--- src/rtl/hpt_pkg.sv ---
package hpt_pkg;
  typedef enum logic [2:0] {
    S_IDLE,
    S_REQ0,
    S_WAIT0,
    S_REQ1,
    S_WAIT1,
    S_RESP
  } walk_state_t;
endpackage

--- src/rtl/hpt_segfile.sv ---
module hpt_segfile #(
  parameter int N  = 16,
  parameter int IW = 4,
  parameter int DW = 24
) (
  input  logic          clk,
  input  logic          we,
  input  logic [IW-1:0] widx,
  input  logic [DW-1:0] wdata,
  input  logic [IW-1:0] ridx,
  output logic [DW-1:0] rdata
);
  logic [DW-1:0] regs [N];

  always_ff @(posedge clk) begin
    if (we) regs[widx] <= wdata;
  end

  assign rdata = regs[ridx];
endmodule

--- src/rtl/hpt_grpaddr.sv ---
module hpt_grpaddr #(
  parameter int AW     = 32,
  parameter int PIDX_W = 16,
  parameter int HASH_W = 19,
  parameter int HLO_W  = 10,
  parameter int GRP_SH = 6,
  localparam int ORG_LSB = HLO_W + GRP_SH,
  localparam int ORG_W   = AW - ORG_LSB,
  localparam int MASK_W  = HASH_W - HLO_W
) (
  input  logic [HASH_W-1:0] vsid_lo,
  input  logic [PIDX_W-1:0] pidx,
  input  logic [ORG_W-1:0]  org,
  input  logic [MASK_W-1:0] mask,
  input  logic              sec,
  output logic [AW-1:0]     grp
);
  logic [HASH_W-1:0] h;

  always_comb begin
    h = vsid_lo ^ HASH_W'(pidx);
    if (sec) h = ~h;
    grp = {org, {ORG_LSB{1'b0}}}
        | (AW'(h[HASH_W-1:HLO_W] & mask) << ORG_LSB)
        | (AW'(h[HLO_W-1:0]) << GRP_SH);
  end
endmodule

--- src/rtl/hpt_walker.sv ---
module hpt_walker #(
  parameter int AW      = 32,
  parameter int SEG_N   = 16,
  parameter int VSID_W  = 24,
  parameter int PIDX_W  = 16,
  parameter int OFF_W   = 12,
  parameter int API_W   = 6,
  parameter int HASH_W  = 19,
  parameter int HLO_W   = 10,
  parameter int GRP_ENT = 8,
  localparam int SEL_W   = $clog2(SEG_N),
  localparam int IDX_W   = $clog2(GRP_ENT),
  localparam int GRP_SH  = IDX_W + 3,
  localparam int ORG_LSB = HLO_W + GRP_SH,
  localparam int ORG_W   = AW - ORG_LSB,
  localparam int MASK_W  = HASH_W - HLO_W,
  localparam int RPN_W   = AW - OFF_W
) (
  input  logic              clk,
  input  logic              rst,
  input  logic              req_valid,
  output logic              req_ready,
  input  logic [AW-1:0]     req_ea,
  output logic              rsp_valid,
  input  logic              rsp_ready,
  output logic              rsp_hit,
  output logic [AW-1:0]     rsp_pa,
  output logic              mem_req_valid,
  input  logic              mem_req_ready,
  output logic [AW-1:0]     mem_addr,
  input  logic              mem_rvalid,
  input  logic [AW-1:0]     mem_rdata,
  input  logic              cfg_we,
  input  logic [ORG_W-1:0]  cfg_org,
  input  logic [MASK_W-1:0] cfg_mask,
  input  logic              seg_we,
  input  logic [SEL_W-1:0]  seg_idx,
  input  logic [VSID_W-1:0] seg_vsid
);
  import hpt_pkg::*;

  walk_state_t       state;
  logic [AW-1:0]     ea_q;
  logic [VSID_W-1:0] vsid_q;
  logic              sec_q;
  logic [IDX_W-1:0]  idx_q;
  logic [ORG_W-1:0]  org_q, pend_org_q;
  logic [MASK_W-1:0] mask_q, pend_mask_q;
  logic              pend_q;
  logic              idle;
  logic [VSID_W-1:0] seg_rd;
  logic [AW-1:0]     grp;
  logic              w0_match;

  assign idle = (state == S_IDLE);

  hpt_segfile #(.N(SEG_N), .IW(SEL_W), .DW(VSID_W)) u_seg (
    .clk   (clk),
    .we    (seg_we && idle),
    .widx  (seg_idx),
    .wdata (seg_vsid),
    .ridx  (req_ea[AW-1 -: SEL_W]),
    .rdata (seg_rd)
  );

  hpt_grpaddr #(.AW(AW), .PIDX_W(PIDX_W), .HASH_W(HASH_W), .HLO_W(HLO_W),
                .GRP_SH(GRP_SH)) u_hash (
    .vsid_lo (vsid_q[HASH_W-1:0]),
    .pidx    (ea_q[OFF_W +: PIDX_W]),
    .org     (org_q),
    .mask    (mask_q),
    .sec     (sec_q),
    .grp     (grp)
  );

  // First-word compare: valid, segment ID, hash-select, abbreviated index
  assign w0_match = mem_rdata[AW-1]
                 && (mem_rdata[AW-2 -: VSID_W] == vsid_q)
                 && (mem_rdata[API_W] == sec_q)
                 && (mem_rdata[API_W-1:0] == ea_q[AW-SEL_W-1 -: API_W]);

  assign req_ready     = idle && !pend_q;
  assign rsp_valid     = (state == S_RESP);
  assign mem_req_valid = (state == S_REQ0) || (state == S_REQ1);
  assign mem_addr      = grp | AW'({idx_q, (state == S_REQ1), 2'b00});

  // Table base/mask register with hold-off while a walk runs
  always_ff @(posedge clk) begin
    if (rst) begin
      org_q       <= '0;
      mask_q      <= '0;
      pend_q      <= 1'b0;
      pend_org_q  <= '0;
      pend_mask_q <= '0;
    end else if (cfg_we) begin
      if (idle) begin
        org_q  <= cfg_org;
        mask_q <= cfg_mask;
        pend_q <= 1'b0;
      end else begin
        pend_q      <= 1'b1;
        pend_org_q  <= cfg_org;
        pend_mask_q <= cfg_mask;
      end
    end else if (pend_q && idle) begin
      org_q  <= pend_org_q;
      mask_q <= pend_mask_q;
      pend_q <= 1'b0;
    end
  end

  always_ff @(posedge clk) begin
    if (rst) begin
      state   <= S_IDLE;
      ea_q    <= '0;
      vsid_q  <= '0;
      sec_q   <= 1'b0;
      idx_q   <= '0;
      rsp_hit <= 1'b0;
      rsp_pa  <= '0;
    end else begin
      case (state)
        S_IDLE: if (req_valid && req_ready) begin
          ea_q   <= req_ea;
          vsid_q <= seg_rd;
          sec_q  <= 1'b0;
          idx_q  <= '0;
          state  <= S_REQ0;
        end
        S_REQ0: if (mem_req_ready) state <= S_WAIT0;
        S_WAIT0: if (mem_rvalid) begin
          if (w0_match) begin
            state <= S_REQ1;
          end else if (idx_q == IDX_W'(GRP_ENT - 1)) begin
            if (sec_q) begin
              rsp_hit <= 1'b0;
              rsp_pa  <= '0;
              state   <= S_RESP;
            end else begin
              sec_q <= 1'b1;
              idx_q <= '0;
              state <= S_REQ0;
            end
          end else begin
            idx_q <= idx_q + 1'b1;
            state <= S_REQ0;
          end
        end
        S_REQ1: if (mem_req_ready) state <= S_WAIT1;
        S_WAIT1: if (mem_rvalid) begin
          rsp_hit <= 1'b1;
          rsp_pa  <= {mem_rdata[AW-1 -: RPN_W], ea_q[OFF_W-1:0]};
          state   <= S_RESP;
        end
        S_RESP: if (rsp_ready) state <= S_IDLE;
        default: state <= S_IDLE;
      endcase
    end
  end

  AST_RSP_HOLD: assert property (@(posedge clk) disable iff (rst)
    rsp_valid && !rsp_ready |=> rsp_valid && $stable(rsp_hit) && $stable(rsp_pa));
  AST_PA_OFFSET: assert property (@(posedge clk) disable iff (rst)
    rsp_valid && rsp_hit |-> rsp_pa[OFF_W-1:0] == ea_q[OFF_W-1:0]);
  AST_ONE_READ: assert property (@(posedge clk) disable iff (rst)
    mem_req_valid && mem_req_ready |=> !mem_req_valid);
  AST_CFG_HELD: assert property (@(posedge clk) disable iff (rst)
    $past(state) != S_IDLE |-> $stable(org_q) && $stable(mask_q));
endmodule

--- config.mk ---
export PLATFORM = sky130hd
export DESIGN_NAME = hpt_walker
export DESIGN_NICKNAME = d
export VERILOG_FILES = /design/src/rtl/hpt_pkg.sv /design/src/rtl/hpt_segfile.sv /design/src/rtl/hpt_grpaddr.sv /design/src/rtl/hpt_walker.sv
export SDC_FILE = /design/constraint.sdc
export NUM_CORES = 1
export LEC_CHECK = 0
export BUFFER_PORTS_ARGS = -buffer_cell sky130_fd_sc_hd__buf_2
export CAP_MARGIN = 20
export CORE_MARGIN = 2
export CORE_UTILIZATION = 30
export CTS_CLUSTER_DIAMETER = 120
export DETAILED_ROUTE_END_ITERATION = 10
export PLACE_DENSITY = 0.45
export SLEW_MARGIN = 20
export SYNTH_ARGS = -nofsm -noshare
export SYNTH_HDL_FRONTEND = slang
export SYNTH_SLANG_ARGS = --single-unit
--- constraint.sdc ---
create_clock -name clk -period 8.26 [get_ports clk]
set_clock_uncertainty 0.1 [all_clocks]
set_input_delay 1.652 -clock clk [delete_from_list [all_inputs] [get_ports clk]]
set_output_delay 1.652 -clock clk [all_outputs]
set_load 0.02 [all_outputs]
Word-level counts from Yosys, hierarchy flattened
Memories as Yosys holds them, arrays and structs flattened. A register that Yosys moved wholly into a read port is not among the register bits.
Cells that the tools add are included.

storage, ports and cells
  flip-flop bits (word level) = 119
  RAM bits = 384
  input bits = 125
  output and inout port bits = 68
  logic and storage cells = 105
  memories = 1

memory list
  memory      words  bits a word  read ports  clocked after memory_dff  write ports  RTL line           source
  u_seg.regs  16     24           1           1                         1            hpt_segfile.sv:13  logic [DW-1:0] regs [N];

operators by class
  add/sub/neg operators = 1
  equal/unequal tests = 20
  mux-type cells = 45
  bitwise gates (word level) = 7
  reductions and logical operators = 20

operators with widths
  operator              number
  $mux W32              5
  $pmux W32 S2          1
  $mux W16              3
  $mux W3               14
  $or A32 B16 Y32       1
  $or A32 B32 Y32       1
  $or A32 B6 Y32        1
  $mux W9               3
  $eq A24 B24 Y1        1
  $mux W19              1
  $not A19 Y19          1
  $xor A19 B16 Y19      1
  $pmux W3 S6           1
  $mux W1               14
  $ne A2 B2 Y1 const B  7
  $reduce_and A6 Y1     2
  $reduce_and A5 Y1     2
  $and A9 B9 Y9         1
  $eq A3 B3 Y1 const B  3
  $logic_and A1 B1 Y1   7
  $eq A3 B2 Y1 const B  2
  $eq A6 B6 Y1          1
  $ne A2 B1 Y1 const B  3
  $pmux W3 S2           1
  other kinds (11)      16

Longest topological paths before layout
Gate-level depths: netlist of the first run.

  depth after elaboration = 7
  depth in mapped cells = 8
  depth with buffers taken out = 6

Hierarchy
Synthesis of the first run repeated with hierarchy kept, for this count alone.

second synthesis, totals
  cells, all modules = 1439
  area, all modules = 21376.8 µm²

by module, submodules not included
  module       instances  cells each  area an instance (µm²)  seq. area each (µm²)
  hpt_segfile  1          612         14450.1                 11531.1
  hpt_walker   1          773         6394.9                  2862.7
  hpt_grpaddr  1          54          531.8                   0.0

Worst setup path before layout of the first run
No wires, ideal clock.

  path kind = in2reg
  start point = in seg_we
  end point = mem u_seg.regs[0][0], enable pin
  setup time = 0.435 ns
  arrival = 3.758 ns
  required time = 7.725 ns
  slack = 3.967 ns
  cell stages on the path = 3
  path buffers = 0
  cells stage by stage = nand2_1 or3_1 nor3_1

on the way
  word-level cells in the longest chain between the ends = 3

ends and longest elaborated chain
  element                        RTL line           source
  start, declared                hpt_walker.sv:36   input logic seg_we,
  $logic_and A1 B1 Y1            hpt_walker.sv:59   .we (seg_we && idle),
  $mux W1                        hpt_segfile.sv:16  if (we) regs[widx] <= wdata;
  $mux W1 (implied by the code)  hpt_segfile.sv:16
  end, declared                  hpt_segfile.sv:13

No other way between the ends.

Worst setup path after layout of the first run
  start point = reg sec_q
  end point = out mem_addr[6]

on the way
  word-level cells in the longest chain between the ends = 3

ends and longest elaborated chain
  element                 RTL line           source
  start, declared         hpt_walker.sv:45   logic sec_q;
  start signal, assigned  hpt_walker.sv:117  sec_q <= 1'b0;
  start signal, assigned  hpt_walker.sv:126  sec_q <= 1'b0;
  start signal, assigned  hpt_walker.sv:140  sec_q <= 1'b1;
  $mux W19                hpt_grpaddr.sv:22  if (sec) h = ~h;
  $or A32 B16 Y32         hpt_grpaddr.sv:25  | (AW'(h[HLO_W-1:0]) << GRP_SH);
  $or A32 B6 Y32          hpt_walker.sv:85   assign mem_addr = grp | AW'({idx_q, (state == S_REQ1), 2'b00});
  end, declared           hpt_walker.sv:30   output logic [AW-1:0] mem_addr,

No other way between the ends.

==> run_results.csv, run 1 <==
group,metric,value,unit
placed_design,place_inst,2386,
die,core_area,69900,um^2
drt,drt_iter0_drc,972,
drt,via_per_inst,4.88,
setup_path,cp_slowest_cell,"dfxtp_1",
die,io_pins,193,
placed_design,hpwl,32.7,mm
setup_path,worstPathCellList,"buf_4 > xnor2_1 > buf_2",
cts,cts_sinks,527,
cells_and_area,instances_no_fill,2502,
power_and_ir_drop,power,6.15,mW
setup_path,cpPeakStageDelay,0.73,ns
placed_design,place.gp.congestion,0.760,
yosys,yosysSeqAreaShare,68.0,%
setup_path,startpoint_type,"register",
drt,first_pass_iters,5,
yosys,syn_avg_cell_area,15.9,um^2
yosys,syn_inst,1328,
cts,clockBufferDepth,3,
timing,hold_viol,0,
yosys,netlist_area,21200,um^2
cts,cts_resized,0,
grt,antenna_found_initial,9,
drt,routedWlPerCell,23.1,um
timing,setup-tns-final,0,ns
cts,cts_buffers,60,
yosys,synthTopCellsByArea,"edfxtp_1, dfxtp_1, mux4_2, nand2_1, a21oi_1",
cells_and_area,final_cell_mix,"edfxtp_1, nand2_1, buf_2",
worst_hold_path,hold_class,"reg -> reg",
timing,max-slew-margin-rel,26.1,%
power_and_ir_drop,p_per_area,245,nW/um^2
cells_and_area,final_common_cell,"edfxtp_1",
cts,htreeDepth,2,
yosys,ys.flop_type,"edfxtp_1",
placed_design,port_buffers,190,
yosys,synth_area_leader_cell,"edfxtp_1",
timing,hold_ws,0.352,ns
die,die_x,270,um
power_and_ir_drop,ir_drop,0.173,mV
setup_path,crit_type,"reg -> out",
run,drv_cap,0,
timing,setup_viol,0,
status,status,"finished clean",
cts,path_clk_slew,0.06,ns
yosys,synth_cell_types,46,
setup_path,worstPathMaxFanout,13,
timing,finalCritPeriodShare,48.1,%
cells_and_area,drive_gt1_share,30.3,%
yosys,synth-seq-cells,527,
grt,overflow,0,
cts,root_buffer,"clkbuf_16",
worst_hold_path,min-delay-start,"pend_org_q[2]",
timing,period_minus_slack,3.98,ns
yosys,synthArstFlopShare,0,%
setup_path,crit_path_start,"sec_q",
setup_path,arrival,2.22,ns
timing,slew_viol_final,0,
cts,clk_latency,0.63,ns
drt,detail_route.wirelength,57.8,mm
drt,vias,12200,
grt,grt_pass1_wl,84.5,mm
timing,worst_pin_slew,1.11,ns
yosys,ys.warnings.count,0,
setup_path,r2r-start,"state[2]",
drt,drc,0,
yosys,synth_top_area_share,54.5,%
setup_path,crit_required,6.51,ns
timing,fmax,252,MHz
timing,rsz0062_at_grt,"no",
die,start_util,30.3,%
cts,hold_buffers,0,
cells_and_area,syn2layout_area_growth,18.6,%
yosys,synth-edff-count,384,
grt,grt_usage,15.7,%
cts,cts_setup_buffers,0,
cells_and_area,nets,1636,
setup_path,cp-end-kind,"output pin",
power_and_ir_drop,p_leak,8.36,nW
drt,ant_nets,0,
grt,grt_pass1_vias,12300,
die,die-area,72700,um^2
setup_path,critPathBufInv,2,
die,die_height,270,um
die,fp-row-count,97,
grt,grt_max_degree,97,
cts,cts_tree,"yes",
setup_path,cp_top_family,"flip-flops",
layer usage:
metal  wire (um)  up-vias  part of all wire, %  track usage, %
met3        3380       89                  5.9            3.68
li1            -     5471                    -               -
met1       27200     6295                   47            22.6
met5          57        -                0.099               0
met2       26000      353                   45            23.7
met4        1140       10                  2.0            3.85
kinds of logic (layout without fill, tap and decap cells):
kind of cell / count (synthesis) / after routing / share of synthesized area (%)
adder cells (fa/ha/maj): 2 / 2 / 0.118
other: 1 / 4 / 0.0177
AO/OA/AOI/OAI: 198 / 198 / 6.73
multiplexers: 145 / 145 / 14.0
AND/OR/NAND/NOR: 290 / 290 / 5.96
flip-flops: 527 / 527 / 68.0
buffers and inverters: 99 / 330 / 2.45
XOR/XNOR: 66 / 66 / 2.73
worst reg2reg max path, cell delays in order, from the launching register on:
cell and delay [ns]:
dfxtp_1 0.43, nor3_2 0.80, nand2_1 0.21, or3_1 0.52, nor2_4 0.50, buf_4 0.41
through the flow:
stage                     area (um^2)  setup slack [ns]  util, %
after floorplan                 21200              3.97        -
after detailed placement        23100              3.53     33.1
after CTS                       25100              4.22     35.8
after global placement          23100              3.54     33.1
after global routing            25100              4.03     35.9
final                           25100              4.28     35.9
path summary, 6_finish.rpt:
| check | to | slack [ns] | cells past startpoint |
|---|---|---|---|
| setup / recovery | mem_addr[6] | 4.28 | 3 |
| hold / removal | pend_org_q[2] | 0.35 | 2 |
| setup reg to reg | u_seg.regs[8][11] | 4.95 | 5 |
| hold reg to reg | pend_org_q[2] | 0.35 | 2 |
Yosys cell counts (all sizes together), types with 6 or more instances:
master,n
nor4,6
dfxtp,143
clkbuf,54
nor3,6
a21o,10
a21oi,114
buf,43
nand4,6
nor2,45
mux2i,25
a211oi,26
nand2,197
a311oi,33
nand3b,8
mux4,120
edfxtp,384
xor2,19
xnor2,47
area by class of cell:
type,count,area (um^2)
inverter,2,7.51
clock buffer,81,1640
timing repair buffer,215,1170
sequential,527,14400
clock inverter,32,300
multi-input combinational,703,6390
antenna,2,5.00
fill,6760,44800
tap,940,1180
sequential cells by signal, indices dropped and copies added (netlist names):
register     cells
u_seg.regs     384
pend_q           1
rsp_hit          1
ea_q            28
idx_q            3
mask_q           9
rsp_pa          32
sec_q            1
org_q           16
state            3
vsid_q          24
pend_mask_q      9
pend_org_q      16
report_power, final:
group          leakage [nW]  internal, mW  switching (mW)
logic                  2.78         0.209           0.343
registers              4.63          2.92          0.0557
clock network         0.950          1.54            1.08
total                  8.36          4.67            1.48
Note: power is estimated with default switching activity, not from simulation.
==> inputs of run 2 (changes only) <==
--- a/config.mk
+++ b/config.mk
@@ -5,6 +5,7 @@
 export SDC_FILE = /design/constraint.sdc
 export NUM_CORES = 1
 export LEC_CHECK = 0
+export ABC_AREA = 1
 export BUFFER_PORTS_ARGS = -buffer_cell sky130_fd_sc_hd__buf_2
 export CAP_MARGIN = 20
 export CORE_MARGIN = 2
==> constraint.sdc (replaced) <==
create_clock -name clk -period 3.9 [get_ports clk]
set_clock_uncertainty 0.1 [all_clocks]
set_input_delay 0.78 -clock clk [delete_from_list [all_inputs] [get_ports clk]]
set_output_delay 0.78 -clock clk [all_outputs]
set_load 0.02 [all_outputs]
==> run 2 against run 1 <==
Count of clock-buffer cells in the layout shrank 6; critical path depth grew 2; hold slack lost 0.050 ns; sequential share of layout area shrank 2.8 points; critical path type unchanged; critical endpoint is now mem_addr[17].
==> run_results.csv, run 2 <==
group,metric,value,unit
status,status,"finished clean",
cells_and_area,nets,2476,
yosys,syn_avg_cell_area,10.2,um^2
timing,hold_ws,0.301,ns
yosys,synth_xor_area_share,1.65,%
die,io_pins,193,
cts,clockBufferDepth,3,
cells_and_area,largest_register_ffs,384,
yosys,synth-seq-cells,527,
cts,cts_buffers,59,
setup_path,cp-end-kind,"output pin",
power_and_ir_drop,p_per_area,578,nW/um^2
yosys,synth_cell_types,33,
grt,grt_usage,16.9,%
drt,via_per_inst,4.70,
yosys,ys_top_cells_by_count,"edfxtp_1, inv_1, nand2_1, nand3_1, a21oi_1",
yosys,synth-edff-count,384,
placed_design,port_buffers,190,
setup_path,reg2reg_depth,8,
setup_path,crit_path_start,"sec_q",
cts,root_buffer,"clkbuf_16",
cts,path_clk_slew,0.06,ns
die,start_util,30.1,%
power_and_ir_drop,p_leak,10.3,nW
placed_design,hpwl,39.5,mm
worst_hold_path,hold_class,"in -> reg",
setup_path,arrival,2.01,ns
yosys,synth_top_family_by_area,"simple AND/OR/NAND/NOR gates",
timing,worst_pin_slew,0.861,ns
yosys,syn_inst,2197,
run,drv_cap,0,
yosys,yosys.area_share.adder,0.112,%
drt,vias,15800,
cells_and_area,largest_register,"u_seg.regs",
die,die_height,277,um
yosys,ys.flop_type,"edfxtp_1",
placed_design,place.gp.congestion,0.799,
cells_and_area,drive_gt1_share,14.9,%
cts,hold_buffers,0,
yosys,synthTopCellsByArea,"edfxtp_1, dfxtp_1, inv_1, nand2_1, nand3_1",
cts,cts_tree,"yes",
power_and_ir_drop,ir_drop,0.362,mV
yosys,synthArstFlopShare,0,%
grt,grt_pass1_wl,97.6,mm
timing,finalCritPeriodShare,74.2,%
yosys,synth_area_leader_cell,"edfxtp_1",
drt,detail_route.wirelength,65.9,mm
grt,grt_max_degree,126,
setup_path,worstPathMaxFanout,12,
setup_path,r2r_slack,1.08,ns
timing,slew_viol_final,0,
timing,setup_viol,0,
setup_path,r2r_end,"u_seg.regs[11][15]",
die,fp-row-count,100,
setup_path,crit_end,"mem_addr[17]",
timing,period_minus_slack,2.89,ns
timing,setup-tns-final,0,ns
drt,drc,0,
drt,routedWlPerCell,19.5,um
grt,antenna_found_initial,7,
die,core_area,74100,um^2
cts,cts_resized,0,
cells_and_area,final_common_cell,"edfxtp_1",
timing,hold_viol,0,
yosys,muxShareOfSynthArea,0,%
drt,drt_iter0_drc,1142,
yosys,yosysMostFrequentCell,"edfxtp_1",
yosys,synth_top_area_share,51.6,%
grt,overflow,0,
cells_and_area,final_cell_mix,"edfxtp_1, inv_1, nand2_1",
timing,fmax,346,MHz
die,die_x,277,um
cts,cts_sinks,527,
drt,ant_nets,0,
cells_and_area,final_core_util,35.6,%
yosys,netlist_area,22300,um^2
grt,grt_pass1_vias,14800,
setup_path,r2r-start,"state[2]",
cts,clk_latency,0.63,ns
die,die-area,76600,um^2
yosys,yosys.area_share.simple,12.9,%
cts,htreeDepth,2,
cells_and_area,syn2layout_area_growth,18.1,%
timing,max-slew-margin-rel,42.5,%
yosys,ys.warnings.count,0,
setup_path,crit_type,"reg -> out",
yosys,yosysSeqAreaShare,64.5,%
timing,rsz0062_at_grt,"no",
setup_path,startpoint_type,"register",
cts,cts_setup_buffers,0,
yosys,synth-compound-area-share,12.3,%
cells_and_area,largestRegisters,"u_seg.regs (384), rsp_pa (32), ea_q (28)",
drt,first_pass_iters,5,
setup_path,crit_required,3.02,ns
[run 2: area by class of cell]
type,instances,area [um^2]
clock inverter,34,354
inverter,338,1270
antenna,3,7.51
timing repair buffer,234,1420
tap,969,1210
fill,7417,47700
multi-input combinational,1189,6160
sequential,527,14400
clock buffer,75,1560
[run 2: stage by stage]
step | std cells | area, um^2 | power, mW | setup WS [ns]
2_1_floorplan | 2198 | 22300 | 8.71 | 1.21
3_3_place_gp | 3257 | 24500 | 9.83 | 0.929
3_5_place_dp | 3257 | 24500 | 9.87 | 0.904
4_1_cts | 3366 | 26400 | 15.5 | 0.936
5_1_grt | 3367 | 26400 | 16.0 | 0.905
6_report | 3369 | 26400 | 15.2 | 1.01
[run 2: power by group]
part	leakage (nW)	internal [mW]	total, mW	switching [mW]
clock	0.938	3.21	5.52	2.31
combinational	4.68	0.932	2.95	2.02
sequential	4.63	6.48	6.77	0.293
total	10.3	10.6	15.2	4.62
[run 2: per-layer routing]
metal,track usage [%],wire [um]
met1,23.4,30800
met2,27.2,30600
met3,3.00,3050
met4,4.26,1320
met5,0,34
[run 2: cell families (layout without fill, tap and decap cells)]
group,count (synthesis),after routing
DFF,527,527
adders and majority gates,2,2
other,1,5
buffers and inverters,482,681
xor gates and xnor gates,42,42
and+or+nand+nor,681,681
AOI/OAI and AO/OA,462,462
[run 2: worst min path at each step]
stage	slack, ns	depth (start not counted)	end	from
global placement	0.34	2	pend_org_q[3]	pend_org_q[3]
floorplan	0.33	2	pend_mask_q[0]	pend_mask_q[0]
detailed placement	0.34	2	pend_org_q[7]	pend_org_q[7]
global route	0.29	3	ea_q[17]	req_ea[17]
CTS	0.26	3	ea_q[21]	req_ea[21]
finish	0.30	3	ea_q[15]	req_ea[15]
[run 2: worst max-delay path, stage by stage, from the launching register on]
cell     delay [ns]
dfxtp_1        0.34
buf_4          0.23
xor2_1         0.20
xor2_1         0.34
o21ai_0        0.12
buf_2          0.18
==> inputs of run 3 (changes only) <==
--- a/config.mk
+++ b/config.mk
@@ -12,7 +12,7 @@
 export CORE_UTILIZATION = 30
 export CTS_CLUSTER_DIAMETER = 120
 export DETAILED_ROUTE_END_ITERATION = 10
-export PLACE_DENSITY = 0.45
+export PLACE_DENSITY = 0.46
 export SLEW_MARGIN = 20
 export SYNTH_ARGS = -nofsm -noshare
 export SYNTH_HDL_FRONTEND = slang
==> constraint.sdc (replaced) <==
create_clock -name clk -period 2.4 [get_ports clk]
set_clock_uncertainty 0.1 [all_clocks]
set_input_delay 0.48 -clock clk [delete_from_list [all_inputs] [get_ports clk]]
set_output_delay 0.48 -clock clk [all_outputs]
set_load 0.02 [all_outputs]
==> run 3 against run 2 <==
The run now ends with setup timing left; critical endpoint is now mem_addr[16]; non-clock buffer count up 56; count of clock-buffer cells in the layout up 6; combinational power increased by 82%; highest routed layer unchanged; utilization grew 1.3 points; critical path type unchanged.
==> run_results.csv, run 3 (synthesized netlist as in run 2, its figures left out) <==
group,metric,value,unit
setup_path,critPathBufInv,2,
timing,worst_pin_slew,0.654,ns
grt,overflow,0,
cts,cts_buffers,58,
cells_and_area,final_cell_mix,"edfxtp_1, inv_1, nand2_1",
setup_path,crit_path_start,"sec_q",
grt,grt_pass1_wl,97.2,mm
die,io_pins,193,
setup_path,cp_slowest_cell,"dfxtp_4",
setup_path,path_depth,5,
cells_and_area,largestRegisters,"u_seg.regs (384), rsp_pa (32), ea_q (28)",
setup_path,crit_end,"mem_addr[16]",
grt,grt_usage,16.6,%
setup_path,worstPathCellList,"buf_6 > xor2_1 > xor2_1 > o21ai_1 > buf_4",
timing,hold_ws,0.0339,ns
setup_path,cp_top_family,"XOR/XNOR gates",
drt,first_pass_iters,5,
power_and_ir_drop,p_per_area,919,nW/um^2
grt,grt_max_degree,69,
cells_and_area,largest_register,"u_seg.regs",
timing,fin_ws,-0.00209,ns
power_and_ir_drop,ir_drop,0.574,mV
placed_design,place.gp.congestion,0.821,
cts,htreeDepth,2,
cells_and_area,instances_no_fill,3422,
timing,rsz0062_at_grt,"yes",
timing,period_minus_slack,2.40,ns
cells_and_area,syn2layout_area_growth,22.5,%
worst_hold_path,hold_class,"in -> reg",
setup_path,r2r_end,"u_seg.regs[5][20]",
drt,vias,16100,
cts,clk_latency,0.60,ns
setup_path,reg2reg_depth,10,
setup_path,startpoint_type,"register",
placed_design,pre_cts_slack,0.191,ns
grt,antenna_found_initial,7,
placed_design,port_buffers,190,
setup_path,crit_required,1.82,ns
drt,drc,0,
setup_path,worstPathMaxFanout,6,
drt,detail_route.wirelength,64.7,mm
die,fp-row-count,100,
setup_path,arrival,1.82,ns
setup_path,cp-end-kind,"output pin",
setup_path,crit_type,"reg -> out",
drt,met2_length,30.3,mm
die,core_area,74100,um^2
cts,root_buffer,"clkbuf_16",
setup_path,r2r-start,"state[2]",
cts,clockBufferDepth,3,
cells_and_area,nets,2531,
cts,cts_sinks,527,
cts,path_clk_slew,0.06,ns
grt,grt_pass1_vias,15300,
cells_and_area,stdcell_area,27300,um^2
timing,slew_viol_final,0,
cells_and_area,final_core_util,36.9,%
cells_and_area,drive_gt1_share,16.8,%
timing,fmax,416,MHz
setup_path,cpPeakStageDelay,0.40,ns
drt,routedWlPerCell,18.9,um
die,die-area,76600,um^2
drt,via_per_inst,4.70,
die,die_height,277,um
placed_design,place_inst,3304,
timing,setup_viol,2,
drt,drt-met1-wl,29.8,mm
setup_path,crit_path_frequent_cell,"xor2_1",
drt,wl_met3,3.34,mm
drt,ant_nets,0,
timing,setup-tns-final,-0.00234,ns
status,violations,"setup timing",
timing,finalCritPeriodShare,100,%
placed_design,hpwl,41.6,mm
timing,max-slew-margin-rel,56.4,%
cells_and_area,final.fill_count,7390,
cells_and_area,final_common_cell,"edfxtp_1",
setup_path,r2r_slack,0.34,ns
die,start_util,30.1,%
status,status,"finished with violations",
cts,cts_tree,"yes",
placed_design,post_dp_cell_area,25200,um^2
drt,drt_iter0_drc,948,
drt,routed.top_layer,"met5",
power_and_ir_drop,power,25.1,mW
power_and_ir_drop,p_leak,10.7,nW
timing,hold_viol,0,
die,die_x,277,um
run,drv_cap,0,
cells_and_area,largest_register_ffs,384,
-- run 3: cell count changes in the layout (fill, tap and decap cells not counted), sizes merged --
cell	change
buf	+51
bufinv	-2
clkbuf	+6
clkinv	-5
diode	-1
dlygate4sd3	+5
inv	-1
-- run 3: how the worst min path moves through the flow --
stage                        start             end  cells after the start
global placement    pend_org_q[15]  pend_org_q[15]                      2
detailed placement  pend_mask_q[2]  pend_mask_q[2]                      2
finish                  req_ea[12]        ea_q[12]                      3
floorplan           pend_mask_q[0]  pend_mask_q[0]                      2
global route            req_ea[10]        ea_q[10]                      3
CTS                      req_ea[9]         ea_q[9]                      3
-- run 3: repair_timing --
item | in CTS | in global routing
endpoints found under the hold margin | 5 | 0
hold buffers | 5 | 0
buffers inserted | 4 | 0
endpoints found under the setup margin | 11 | 12
pin swaps | 5 | 6
gates resized for setup | 19 | 20
-- run 3: final cells by class --
| class | count | area (um^2) | share of cell area [%] |
|---|---|---|---|
| flip-flops and latches | 527 | 14400 | 52.7 |
| well taps | 969 | 1210 | 4.43 |
| multi-input cells | 1189 | 6250 | 22.9 |
| clock buffers | 81 | 1650 | 6.04 |
| diodes | 2 | 5.00 | 0.0183 |
| clock inverters | 26 | 216 | 0.792 |
| inverters | 338 | 1270 | 4.64 |
| repair buffers | 290 | 2340 | 8.56 |
-- run 3: worst reg2reg max path: stages, from the launching register on --
cell and delay, ns:
dfxtp_1 0.33, inv_2 0.11, nand2_2 0.11, nor2_4 0.14
inv_1 0.07, nor2_1 0.09, buf_4 0.17, nand3_1 0.08
buf_4 0.18, nor2_4 0.15, buf_12 0.22
-- run 3: power breakdown --
part           leakage [nW]  internal (mW)  switching (mW)
logic                  5.12           1.91            3.45
clock network         0.914           5.19            3.57
registers              4.63           10.5           0.477
total                  10.7           17.6            7.50
-- run 3: per-layer routing --
metal / vias to the layer above / GRT usage [%]
met5: - / 0
met4: 6 / 3.92
met3: 84 / 2.92
met2: 411 / 27.2
met1: 7729 / 22.8
li1: 7858 / -
